**config.mk**
```make
export PLATFORM = sky130hd
export DESIGN_NAME = uart_hd_core
export DESIGN_NICKNAME = d
export VERILOG_FILES = /design/src/rtl/uart_hd_pkg.sv /design/src/rtl/uart_hd_baud.sv /design/src/rtl/uart_hd_tx.sv /design/src/rtl/uart_hd_rx.sv /design/src/rtl/uart_hd_core.sv
export SDC_FILE = /design/constraint.sdc
export NUM_CORES = 1
export LEC_CHECK = 0
export BUFFER_PORTS_ARGS = -buffer_cell sky130_fd_sc_hd__buf_2
export CAP_MARGIN = 20
export CORE_MARGIN = 2
export CORE_UTILIZATION = 64
export CTS_BUF_LIST = sky130_fd_sc_hd__clkbuf_16
export CTS_CLUSTER_DIAMETER = 120
export CTS_CLUSTER_SIZE = 24
export DETAILED_ROUTE_END_ITERATION = 12
export HOLD_SLACK_MARGIN = 0.06
export PLACE_DENSITY = 0.86
export SLEW_MARGIN = 10
export SYNTH_ARGS = -nofsm -noshare
export SYNTH_HDL_FRONTEND = slang
export SYNTH_HIERARCHICAL = 1
export SYNTH_SLANG_ARGS = --single-unit
```
**constraint.sdc**
```tcl
create_clock -name clk -period 4.4 [get_ports clk]
set_input_delay 0.66 -clock clk [delete_from_list [all_inputs] [get_ports clk]]
set_output_delay 0.66 -clock clk [all_outputs]
set_load 0.1 [all_outputs]
```
**src/rtl/uart_hd_pkg.sv**
```systemverilog
package uart_hd_pkg;
  localparam int DATA_W  = 8;
  localparam int LEN_MIN = 5;
  localparam int FRAME_W = 1 + DATA_W + 1 + 2;
  localparam int NB_W    = $clog2(DATA_W + 1);
  localparam int IDX_W   = $clog2(DATA_W);

  typedef enum logic [2:0] {
    RX_IDLE, RX_START, RX_DATA, RX_PAR, RX_STOP, RX_WAIT
  } rx_state_t;

  // length code to number of data bits
  function automatic logic [NB_W-1:0] bits_of(input logic [1:0] code);
    return NB_W'(LEN_MIN) + NB_W'(code);
  endfunction

  // parity bit over the low nb data bits
  function automatic logic par_bit(input logic [DATA_W-1:0] d,
                                   input logic [NB_W-1:0] nb,
                                   input logic odd);
    logic [DATA_W-1:0] m;
    for (int i = 0; i < DATA_W; i++) m[i] = (i < int'(nb));
    return odd ^ (^(d & m));
  endfunction
endpackage

```
**src/rtl/uart_hd_baud.sv**
```systemverilog
module uart_hd_baud #(
  parameter int DIV_W = 16
) (
  input  logic             clk,
  input  logic             rst,
  input  logic [DIV_W-1:0] div,
  input  logic             restart,
  output logic             tick
);
  logic [DIV_W-1:0] cnt_q;

  assign tick = (cnt_q >= div);

  always_ff @(posedge clk) begin
    if (rst || restart) cnt_q <= '0;
    else if (tick)      cnt_q <= '0;
    else                cnt_q <= cnt_q + 1'b1;
  end

  // back-to-back ticks only with a divider of zero
  assert_tick_spacing_R2: assert property (@(posedge clk) disable iff (rst)
    (tick && !restart && div != '0) |=> (!tick || div == '0))
    else $error("tick spacing");
endmodule

```
**src/rtl/uart_hd_tx.sv**
```systemverilog
module uart_hd_tx
  import uart_hd_pkg::*;
#(
  parameter int OS = 16
) (
  input  logic              clk,
  input  logic              rst,
  input  logic              tick,
  input  logic              wr,
  input  logic              dir_tx,
  input  logic [DATA_W-1:0] data,
  input  logic [NB_W-1:0]   nbits,
  input  logic              par_en,
  input  logic              par_odd,
  input  logic              two_stop,
  input  logic              invert,
  output logic              line,
  output logic              busy,
  output logic              restart
);
  localparam int TC_W = $clog2(OS);
  localparam int LF_W = $clog2(FRAME_W + 1);

  logic               busy_q, busy_n;
  logic               raw_q, raw_n;
  logic               line_q;
  logic [FRAME_W-1:0] shf_q, shf_n, frame;
  logic [LF_W-1:0]    left_q, left_n, total;
  logic [TC_W-1:0]    tcnt_q, tcnt_n;
  logic               accept;

  assign accept  = wr && dir_tx && !busy_q;
  assign restart = accept;

  // frame image, bit 0 first on the line; unused tail stays at idle
  always_comb begin
    logic p;
    p = par_bit(data, nbits, par_odd);
    frame = '1;
    frame[0] = 1'b0;
    for (int i = 0; i < DATA_W; i++)
      if (i < int'(nbits)) frame[i+1] = data[i];
    for (int k = LEN_MIN; k <= DATA_W; k++)
      if (par_en && int'(nbits) == k) frame[k+1] = p;
    total = LF_W'(2) + LF_W'(nbits) + LF_W'(par_en) + LF_W'(two_stop);
  end

  always_comb begin
    busy_n = busy_q;
    raw_n  = raw_q;
    shf_n  = shf_q;
    left_n = left_q;
    tcnt_n = tcnt_q;
    if (!busy_q) begin
      raw_n = 1'b1;
      if (accept) begin
        busy_n = 1'b1;
        raw_n  = frame[0];
        shf_n  = frame >> 1;
        left_n = total - 1'b1;
        tcnt_n = '0;
      end
    end else if (tick) begin
      if (tcnt_q == TC_W'(OS - 1)) begin
        tcnt_n = '0;
        if (left_q == '0) begin
          busy_n = 1'b0;
          raw_n  = 1'b1;
        end else begin
          raw_n  = shf_q[0];
          shf_n  = shf_q >> 1;
          left_n = left_q - 1'b1;
        end
      end else begin
        tcnt_n = tcnt_q + 1'b1;
      end
    end
  end

  always_ff @(posedge clk) begin
    if (rst) begin
      busy_q <= 1'b0;
      raw_q  <= 1'b1;
      line_q <= ~invert;
      shf_q  <= '1;
      left_q <= '0;
      tcnt_q <= '0;
    end else begin
      busy_q <= busy_n;
      raw_q  <= raw_n;
      line_q <= raw_n ^ invert;
      shf_q  <= shf_n;
      left_q <= left_n;
      tcnt_q <= tcnt_n;
    end
  end

  assign line = line_q;
  assign busy = busy_q;

  assert_tx_needs_dir_R1: assert property (@(posedge clk) disable iff (rst)
    $rose(busy_q) |-> $past(dir_tx))
    else $error("send began in receive direction");

  assert_tx_idle_level_R7: assert property (@(posedge clk) disable iff (rst)
    (!busy_q && $past(!busy_q)) |-> (line_q == !$past(invert)))
    else $error("idle level wrong");
endmodule

```
**src/rtl/uart_hd_rx.sv**
```systemverilog
module uart_hd_rx
  import uart_hd_pkg::*;
#(
  parameter int OS = 16
) (
  input  logic              clk,
  input  logic              rst,
  input  logic              en,
  input  logic              line_in,
  input  logic              invert,
  input  logic [NB_W-1:0]   nbits,
  input  logic              par_en,
  input  logic              par_odd,
  input  logic              tick,
  output logic              restart,
  output logic              done,
  output logic [DATA_W-1:0] word,
  output logic              perr,
  output logic              ferr,
  output logic              active
);
  localparam int TC_W = $clog2(OS);
  localparam int HALF = OS / 2;

  rx_state_t         st;
  logic              s1, s2, r;
  logic [TC_W-1:0]   tcnt;
  logic [IDX_W-1:0]  idx;
  logic [DATA_W-1:0] shv;
  logic              pbit, done_q, perr_q, ferr_q;
  logic              centre;

  assign r       = s2 ^ invert;
  assign restart = en && (st == RX_IDLE) && !r;
  assign centre  = tick && (tcnt == TC_W'(OS - 1));

  always_ff @(posedge clk) begin
    if (rst) begin
      s1 <= ~invert;
      s2 <= ~invert;
    end else begin
      s1 <= line_in;
      s2 <= s1;
    end
  end

  always_ff @(posedge clk) begin
    if (rst) begin
      st     <= RX_IDLE;
      tcnt   <= '0;
      idx    <= '0;
      shv    <= '0;
      pbit   <= 1'b0;
      done_q <= 1'b0;
      perr_q <= 1'b0;
      ferr_q <= 1'b0;
    end else begin
      done_q <= 1'b0;
      if (tick && st != RX_IDLE)
        tcnt <= (tcnt == TC_W'(OS - 1)) ? '0 : tcnt + 1'b1;
      if (!en) begin
        st <= RX_IDLE;
      end else begin
        case (st)
          RX_IDLE: if (!r) begin
            st   <= RX_START;
            tcnt <= '0;
          end
          RX_START: if (tick && tcnt == TC_W'(HALF - 1)) begin
            if (!r) begin
              st   <= RX_DATA;
              tcnt <= '0;
              idx  <= '0;
              shv  <= '0;
            end else begin
              st <= RX_IDLE;
            end
          end
          RX_DATA: if (centre) begin
            shv[idx] <= r;
            if (idx == IDX_W'(nbits - 1'b1)) st <= par_en ? RX_PAR : RX_STOP;
            else idx <= idx + 1'b1;
          end
          RX_PAR: if (centre) begin
            pbit <= r;
            st   <= RX_STOP;
          end
          RX_STOP: if (centre) begin
            done_q <= 1'b1;
            ferr_q <= !r;
            perr_q <= par_en && (pbit != par_bit(shv, nbits, par_odd));
            st     <= r ? RX_IDLE : RX_WAIT;
          end
          RX_WAIT: if (r) st <= RX_IDLE;
          default: st <= RX_IDLE;
        endcase
      end
    end
  end

  assign done   = done_q;
  assign word   = shv;
  assign perr   = perr_q;
  assign ferr   = ferr_q;
  assign active = (st != RX_IDLE);

  assert_rx_off_when_disabled_R1: assert property (@(posedge clk) disable iff (rst)
    !$past(en) |-> (st == RX_IDLE))
    else $error("receiver ran while disabled");

  assert_done_single_R12: assert property (@(posedge clk) disable iff (rst)
    done_q |=> !done_q)
    else $error("completion lasted two cycles");
endmodule

```
**src/rtl/uart_hd_core.sv**
```systemverilog
module uart_hd_core
  import uart_hd_pkg::*;
#(
  parameter int DIV_W = 16,
  parameter int OS    = 16
) (
  input  logic              clk,
  input  logic              rst,
  input  logic [DIV_W-1:0]  cfg_div,
  input  logic [1:0]        cfg_len,
  input  logic              cfg_par_en,
  input  logic              cfg_par_odd,
  input  logic              cfg_two_stop,
  input  logic              cfg_invert,
  input  logic              cfg_dir,
  input  logic              tx_wr,
  input  logic [DATA_W-1:0] tx_data,
  output logic              tx_busy,
  output logic              tx_line,
  input  logic              rx_line,
  input  logic              rx_rd,
  output logic [DATA_W-1:0] rx_data,
  output logic              rx_valid,
  output logic              err_parity,
  output logic              err_frame,
  output logic              err_overrun
);
  logic [NB_W-1:0]   nbits;
  logic              tick, tx_restart, rx_restart;
  logic              busy_w, rx_en, rx_done, rx_perr, rx_ferr, rx_active;
  logic [DATA_W-1:0] rx_word;
  logic [DATA_W-1:0] data_q;
  logic              valid_q, perr_q, ferr_q, ovr_q;

  assign nbits = bits_of(cfg_len);
  assign rx_en = !cfg_dir && !busy_w;

  uart_hd_baud #(.DIV_W(DIV_W)) u_baud (
    .clk(clk), .rst(rst), .div(cfg_div),
    .restart(tx_restart || rx_restart), .tick(tick)
  );

  uart_hd_tx #(.OS(OS)) u_tx (
    .clk(clk), .rst(rst), .tick(tick), .wr(tx_wr), .dir_tx(cfg_dir),
    .data(tx_data), .nbits(nbits), .par_en(cfg_par_en),
    .par_odd(cfg_par_odd), .two_stop(cfg_two_stop), .invert(cfg_invert),
    .line(tx_line), .busy(busy_w), .restart(tx_restart)
  );

  uart_hd_rx #(.OS(OS)) u_rx (
    .clk(clk), .rst(rst), .en(rx_en), .line_in(rx_line),
    .invert(cfg_invert), .nbits(nbits), .par_en(cfg_par_en),
    .par_odd(cfg_par_odd), .tick(tick), .restart(rx_restart),
    .done(rx_done), .word(rx_word), .perr(rx_perr), .ferr(rx_ferr),
    .active(rx_active)
  );

  always_ff @(posedge clk) begin
    if (rst) begin
      data_q  <= '0;
      valid_q <= 1'b0;
      perr_q  <= 1'b0;
      ferr_q  <= 1'b0;
      ovr_q   <= 1'b0;
    end else if (rx_done) begin
      data_q  <= rx_word;
      valid_q <= 1'b1;
      perr_q  <= rx_perr;
      ferr_q  <= rx_ferr;
      ovr_q   <= valid_q && !rx_rd;
    end else if (rx_rd) begin
      valid_q <= 1'b0;
    end
  end

  assign tx_busy     = busy_w;
  assign rx_data     = data_q;
  assign rx_valid    = valid_q;
  assign err_parity  = perr_q;
  assign err_frame   = ferr_q;
  assign err_overrun = ovr_q;

  assert_half_duplex_R1: assert property (@(posedge clk) disable iff (rst)
    busy_w |-> !rx_active)
    else $error("both halves active");

  assert_overrun_cause_R11: assert property (@(posedge clk) disable iff (rst)
    $rose(ovr_q) |-> ($past(valid_q) && !$past(rx_rd)))
    else $error("overrun without unread data");

  assert_parity_off_R9: assert property (@(posedge clk) disable iff (rst)
    ($past(rx_done) && !$past(cfg_par_en)) |-> !perr_q)
    else $error("parity error with parity off");

  assert_read_clears_R12: assert property (@(posedge clk) disable iff (rst)
    ($past(rx_rd) && !$past(rx_done)) |-> !valid_q)
    else $error("read did not clear valid");
endmodule

```
; Word level (Yosys, flattened, before mapping)
; Index checks and enable logic that the tools add are counted.
[totals]
inputBits = 36
reg_bits = 75
out_inout_bits = 14
elab_cells = 189
[classes]
add_sub_neg = 11
mux = 71
reduce_logical = 39
eq_ne = 26
bitwise = 9
magnitude_cmp = 11
[op_table]
columns = cell, count
row1 = $mux W12, 5
row2 = $mux W4, 14
row3 = $mux W3, 13
row4 = $mux W1, 29
row5 = $eq A4 B4 Y1 const B, 6
row6 = $mux W8, 3
row7 = $pmux W3 S6, 1
row8 = $add A16 B1 Y16 const B, 1
row9 = $and A8 B8 Y8, 2
row10 = $ge A16 B16 Y1, 1
row11 = $lt A3 B4 Y1 const A, 4
row12 = $pmux W8 S2, 1
row13 = $reduce_xor A8 Y1, 2
row14 = $logic_and A1 B1 Y1, 15
row15 = $ne A2 B1 Y1 const B, 7
row16 = $ne A2 B2 Y1 const B, 5
row17 = $add A4 B1 Y4, 2
row18 = $add A4 B1 Y4 const B, 2
row19 = $bwmux W8, 1
row20 = $lt A1 B4 Y1 const A, 2
row21 = $lt A2 B4 Y1 const A, 2
row22 = $pmux W4 S2, 1
row23 = $sub A4 B1 Y4 const B, 2
row24 = $reduce_and A7 Y1, 1
row25 = 30 further kinds, 45

; Depth between registers and ports, before layout
[depth]
depth_word = 8
ltp_mapped = 14
depth_no_buf = 12

; Cells and area by module
; The synthesis kept the hierarchy.
[by_module_without_submodules]
columns = mod, area_each_um2, seq_area_each_um2, cells_per_inst, instances
row1 = uart_hd_rx, 1646.6, 480.5, 214, 1
row2 = uart_hd_tx, 1481.4, 460.4, 188, 1
row3 = uart_hd_baud, 1113.6, 320.3, 126, 1
row4 = uart_hd_core, 467.9, 240.2, 45, 1

; Worst setup path before layout
; No wires, ideal clock.
[synth_path]
kind = in2reg
start = in cfg_div[0]
end = reg u_tx.shf_q[5]
t_required_ps = 4278
arrival_ps = 2975
stages = 12
path_slack_ps = 1304
path_buffers = 2
setup_ps = 122
cell_sequence = ha_1 > nand2b_4 > a2111o_1 > a31oi_2 > nand3b_1 > and2_2 > and3_1 > buf_4 > nor2_2 > buf_4 > nand2_1 > a221o_1
[synth_via]
elab_chain_len = 3
[synth_rtl]
columns = item, line_no
row1 = start: declaration, uart_hd_core.sv:9  ; input logic [DIV_W-1:0] cfg_div,
row2 = $ge A16 B16 Y1, uart_hd_baud.sv:12  ; assign tick = (cnt_q >= div);
row3 = net tick, uart_hd_core.sv:29  ; logic tick, tx_restart, rx_restart;
row4 = $ne A2 B1 Y1 (no source line), --
row5 = $reduce_and A4 Y1 (no source line), --
row6 = end signal: assignment, uart_hd_tx.sv:92  ; shf_q <= shf_n;
row7 = end: declaration, uart_hd_tx.sv:27  ; logic [FRAME_W-1:0] shf_q, shf_n, frame;
; The timed path passes the listed nets, and every way through them passes these cells.
; A chain may end at the register's enable or synchronous reset.

; Worst setup path after layout
[layout_path]
start = reg u_baud.cnt_q[0]
end = reg u_tx.shf_q[0]
[layout_via]
elab_chain_len = 3
[layout_rtl]
columns = item, line_no
row1 = start: declaration, uart_hd_baud.sv:10  ; logic [DIV_W-1:0] cnt_q;
row2 = start signal: assignment, uart_hd_baud.sv:17  ; else cnt_q <= cnt_q + 1'b1;
row3 = $ge A16 B16 Y1, uart_hd_baud.sv:12
row4 = net tick, uart_hd_core.sv:29
row5 = $ne A2 B1 Y1 (no source line), --
row6 = $reduce_and A4 Y1 (no source line), --
; The timed path passes the listed nets, and every way through them passes these cells.

==> flow_summary.yaml <==
clocking:
  path_clk_slew_ps: 60
  clock_path_buffers: 2
  cts_setup_buffers: 0
  cts_resized: 0
  numCtsBuffers: 9
  cts_tree: "yes"
  hold_buffers: 0
  clk_latency_ps: 330
  htree_levels: 3
  root_buffer: "clkbuf_16"
  cts.sinks: 75
synth:
  ys_warn_count: 6
  ys_seq_elements: 75
  netlist.area_leader.share_pct: 31.9
  synth.most_common_cell: "dfxtp_1"
  ys_types: 76
  synth_ff_type: "dfxtp_1"
  syn_area_per_cell_um2: 8.22
  ys_seq_area_share_pct: 31.9
  synthArstFlopShare_pct: 0
  yosys.area.top_type: "dfxtp_1"
  synth_edf_count: 0
  syn_nets: 639
  synth_cells: 573
  synth_area_leaders: "dfxtp_1, ha_1, nor2_1"
  synthTopCellsByCount: "dfxtp_1, nor2_1, inv_1"
  syn_area_um2: 4710
route:
  drtAntennaViolNets: 0
  post-route-drc-count: 0
  wl_per_cell_um: 15.1
  viasPerCell: 5.98
  drt_iter0_drc: 299
  dr.pass1.iters: 6
  num_vias: 4261
  wl_um: 10700
critical_path:
  cp-end-kind: "register"
  r2r-end: "u_tx/shf_q[0]"
  timing.critical_path.cells: "inv_1, ha_1, nand2b_4, a2111o_1, a31oi_2, nand3b_1, and2_2, and3_1, nor2_2, buf_4, nor2_1, a211o_1"
  worst_setup_path_start_kind: "register"
  r2r_slack_ps: 1060
  crit_arrival_ps: 3560
  critPathMaxFanout: 12
  slowest_stage: "a2111o_1"
  cp_top_family: "simple AND/OR/NAND/NOR gates"
  endpoint: "u_tx/shf_q[0]"
  worst-r2r-cell-count: 12
  critPathKind: "register to register"
  crit_cells: 12
  regToRegStartpoint: "u_baud/cnt_q[0]"
  cp_slowest_stage_delay_ps: 420
  critPathBufInv: 2
  crit_start: "u_baud/cnt_q[0]"
  required_ps: 4620
grt:
  grt_overflow: 0
  grt_first_pass_wirelength_um: 18000
  grt_max_degree: 55
  grt_pass1_vias: 4002
  grt_usage_pct: 26.5
  antenna_found_initial: 0
pwr:
  leakagePower_uw: 0.00216
  powerDensity_nw_per_um2: 326
  vdd_ir_drop_max_uv: 158
layout:
  final_area_um2: 5220
  fill_cells: 566
  syn_to_final_growth_pct: 10.9
  nets: 674
  antenna_cells: 0
  drive_above_1_share_pct: 14.8
floorplanning:
  dieHeight_um: 89.8
  start_util_pct: 65.6
  core_um2: 7180
  die-area_um2: 8060
  chipWidth_um: 89.8
  num_rows: 31
  io_pins: 50
place:
  gp_congestion: 0.872
  post_dp_cell_area_um2: 4910
  dp_hpwl_um: 7440
  port_buffers: 49
sta:
  worst_pin_slew_ps: 958
  period_needed_ps: 3340
  setup-violations-final: 0
  max_slew_margin_pct: 36.1
  max_freq_mhz: 299
  final-hold-violation-count: 0
  fin_skew_ps: 5.20
  slew_violations: 0
  timing.final.crit_share_pct: 76.0
  rsz0062_at_grt: "false"
  setup-tns-final_ps: 0
outcome:
  outcome: "completed"
job:
  cap_violations: 0
min_path:
  hold_path.class: "register to register"
stage by stage:
stage	instances	total power, µW	setup WS, ps	util (%)	hold slack [ps]
finish	712	1700	1060	72.8	436
global route	712	1760	809	72.8	448
CTS	712	1710	1070	72.8	440
detailed placement	696	954	765	68.5	432
global placement	696	946	863	68.5	421
floorplan	573	901	1300	-	415
per-layer routing:
layer | wire length, µm | share of wire (%) | global-route usage, %
met4 | 210 | 2.0 | 10.4
met3 | 534 | 5.0 | 3.69
met1 | 4630 | 43 | 33.1
met2 | 5360 | 50 | 46.4
met5 | 0 | 0 | 0
power breakdown:
group          switching (µW)  internal (µW)
Combinational             146           93.4
Clock                     270            488
Sequential               12.1            695
cell usage in the layout, fill, tap and decap left out, types with 3 or more instances in the layout:
cell,instances
buf_2,49
a31oi_1,11
o21ai_0,26
nand2b_1,12
nand2_1,37
mux2i_1,13
a21oi_1,38
xnor2_1,16
clkbuf_16,9
a211oi_1,6
dfxtp_1,75
nand3b_1,8
a21o_1,3
nor2b_1,6
nand4_1,9
o31ai_1,3
xor2_1,13
a211o_1,9
and3_1,10
nand3_1,33
inv_1,42
nor2_1,65
ha_1,29
nor3_1,10
nor2_2,10
o21bai_1,3
clkinv_1,5
worst reg2reg max path: stages, from the launching register on:
cell,delay (ps)
dfxtp_1,400
inv_1,60
ha_1,270
nand2b_4,140
a2111o_1,420
a31oi_2,220
nand3b_1,250
and2_2,270
and3_1,260
nor2_2,390
buf_4,250
nor2_1,60
a211o_1,250
layout make-up:
type                            count  area, µm²  area share [%]
Clock buffer                        9        225            4.31
Clock inverter                      7       82.6            1.58
Inverter                           43        161            3.09
Multi-Input combinational cell    428       2870            54.9
Sequential cell                    75       1500            28.7
Tap cell                           99        124            2.37
Timing Repair Buffer               51        260            4.98
flip-flops by register name, summed over array words and instances (netlist names):
signal / cells
u_tx/shf_q: 12
u_tx/busy: 1
u_rx/s2: 1
u_rx/s1: 1
u_rx/idx: 3
u_tx/left_q: 4
u_baud/cnt_q: 16
err_parity: 1
u_rx/done: 1
rx_valid: 1
u_rx/pbit: 1
u_rx/perr: 1
u_tx/line: 1
err_frame: 1
rx_data: 8
u_tx/raw_q: 1
err_overrun: 1
u_rx/word: 8
u_rx/st: 3
u_rx/tcnt: 4
u_rx/ferr: 1
u_tx/tcnt_q: 4
logic make-up after synthesis:
kind of cell    share of synthesized area (%)
fa+ha+maj                                8.13
simple gates                             24.8
compound gates                           18.1
xor+xnor                                 6.85
mux                                      3.00
buf+inv                                  7.23
flops                                    31.9
how the worst min path moves through the flow:
stage | from | end | slack, ps | depth (start not counted)
final | u_rx/s1 | u_rx/s2 | 440 | 2
after global placement | u_rx/s1 | u_rx/s2 | 420 | 2
after CTS | u_rx/s1 | u_rx/s2 | 440 | 2
after global routing | u_rx/s1 | u_rx/s2 | 450 | 2
after floorplan | u_rx/s1 | u_rx/s2 | 420 | 2
after detailed placement | u_rx/s1 | u_rx/s2 | 430 | 2
(Power assumes the default switching activity.)
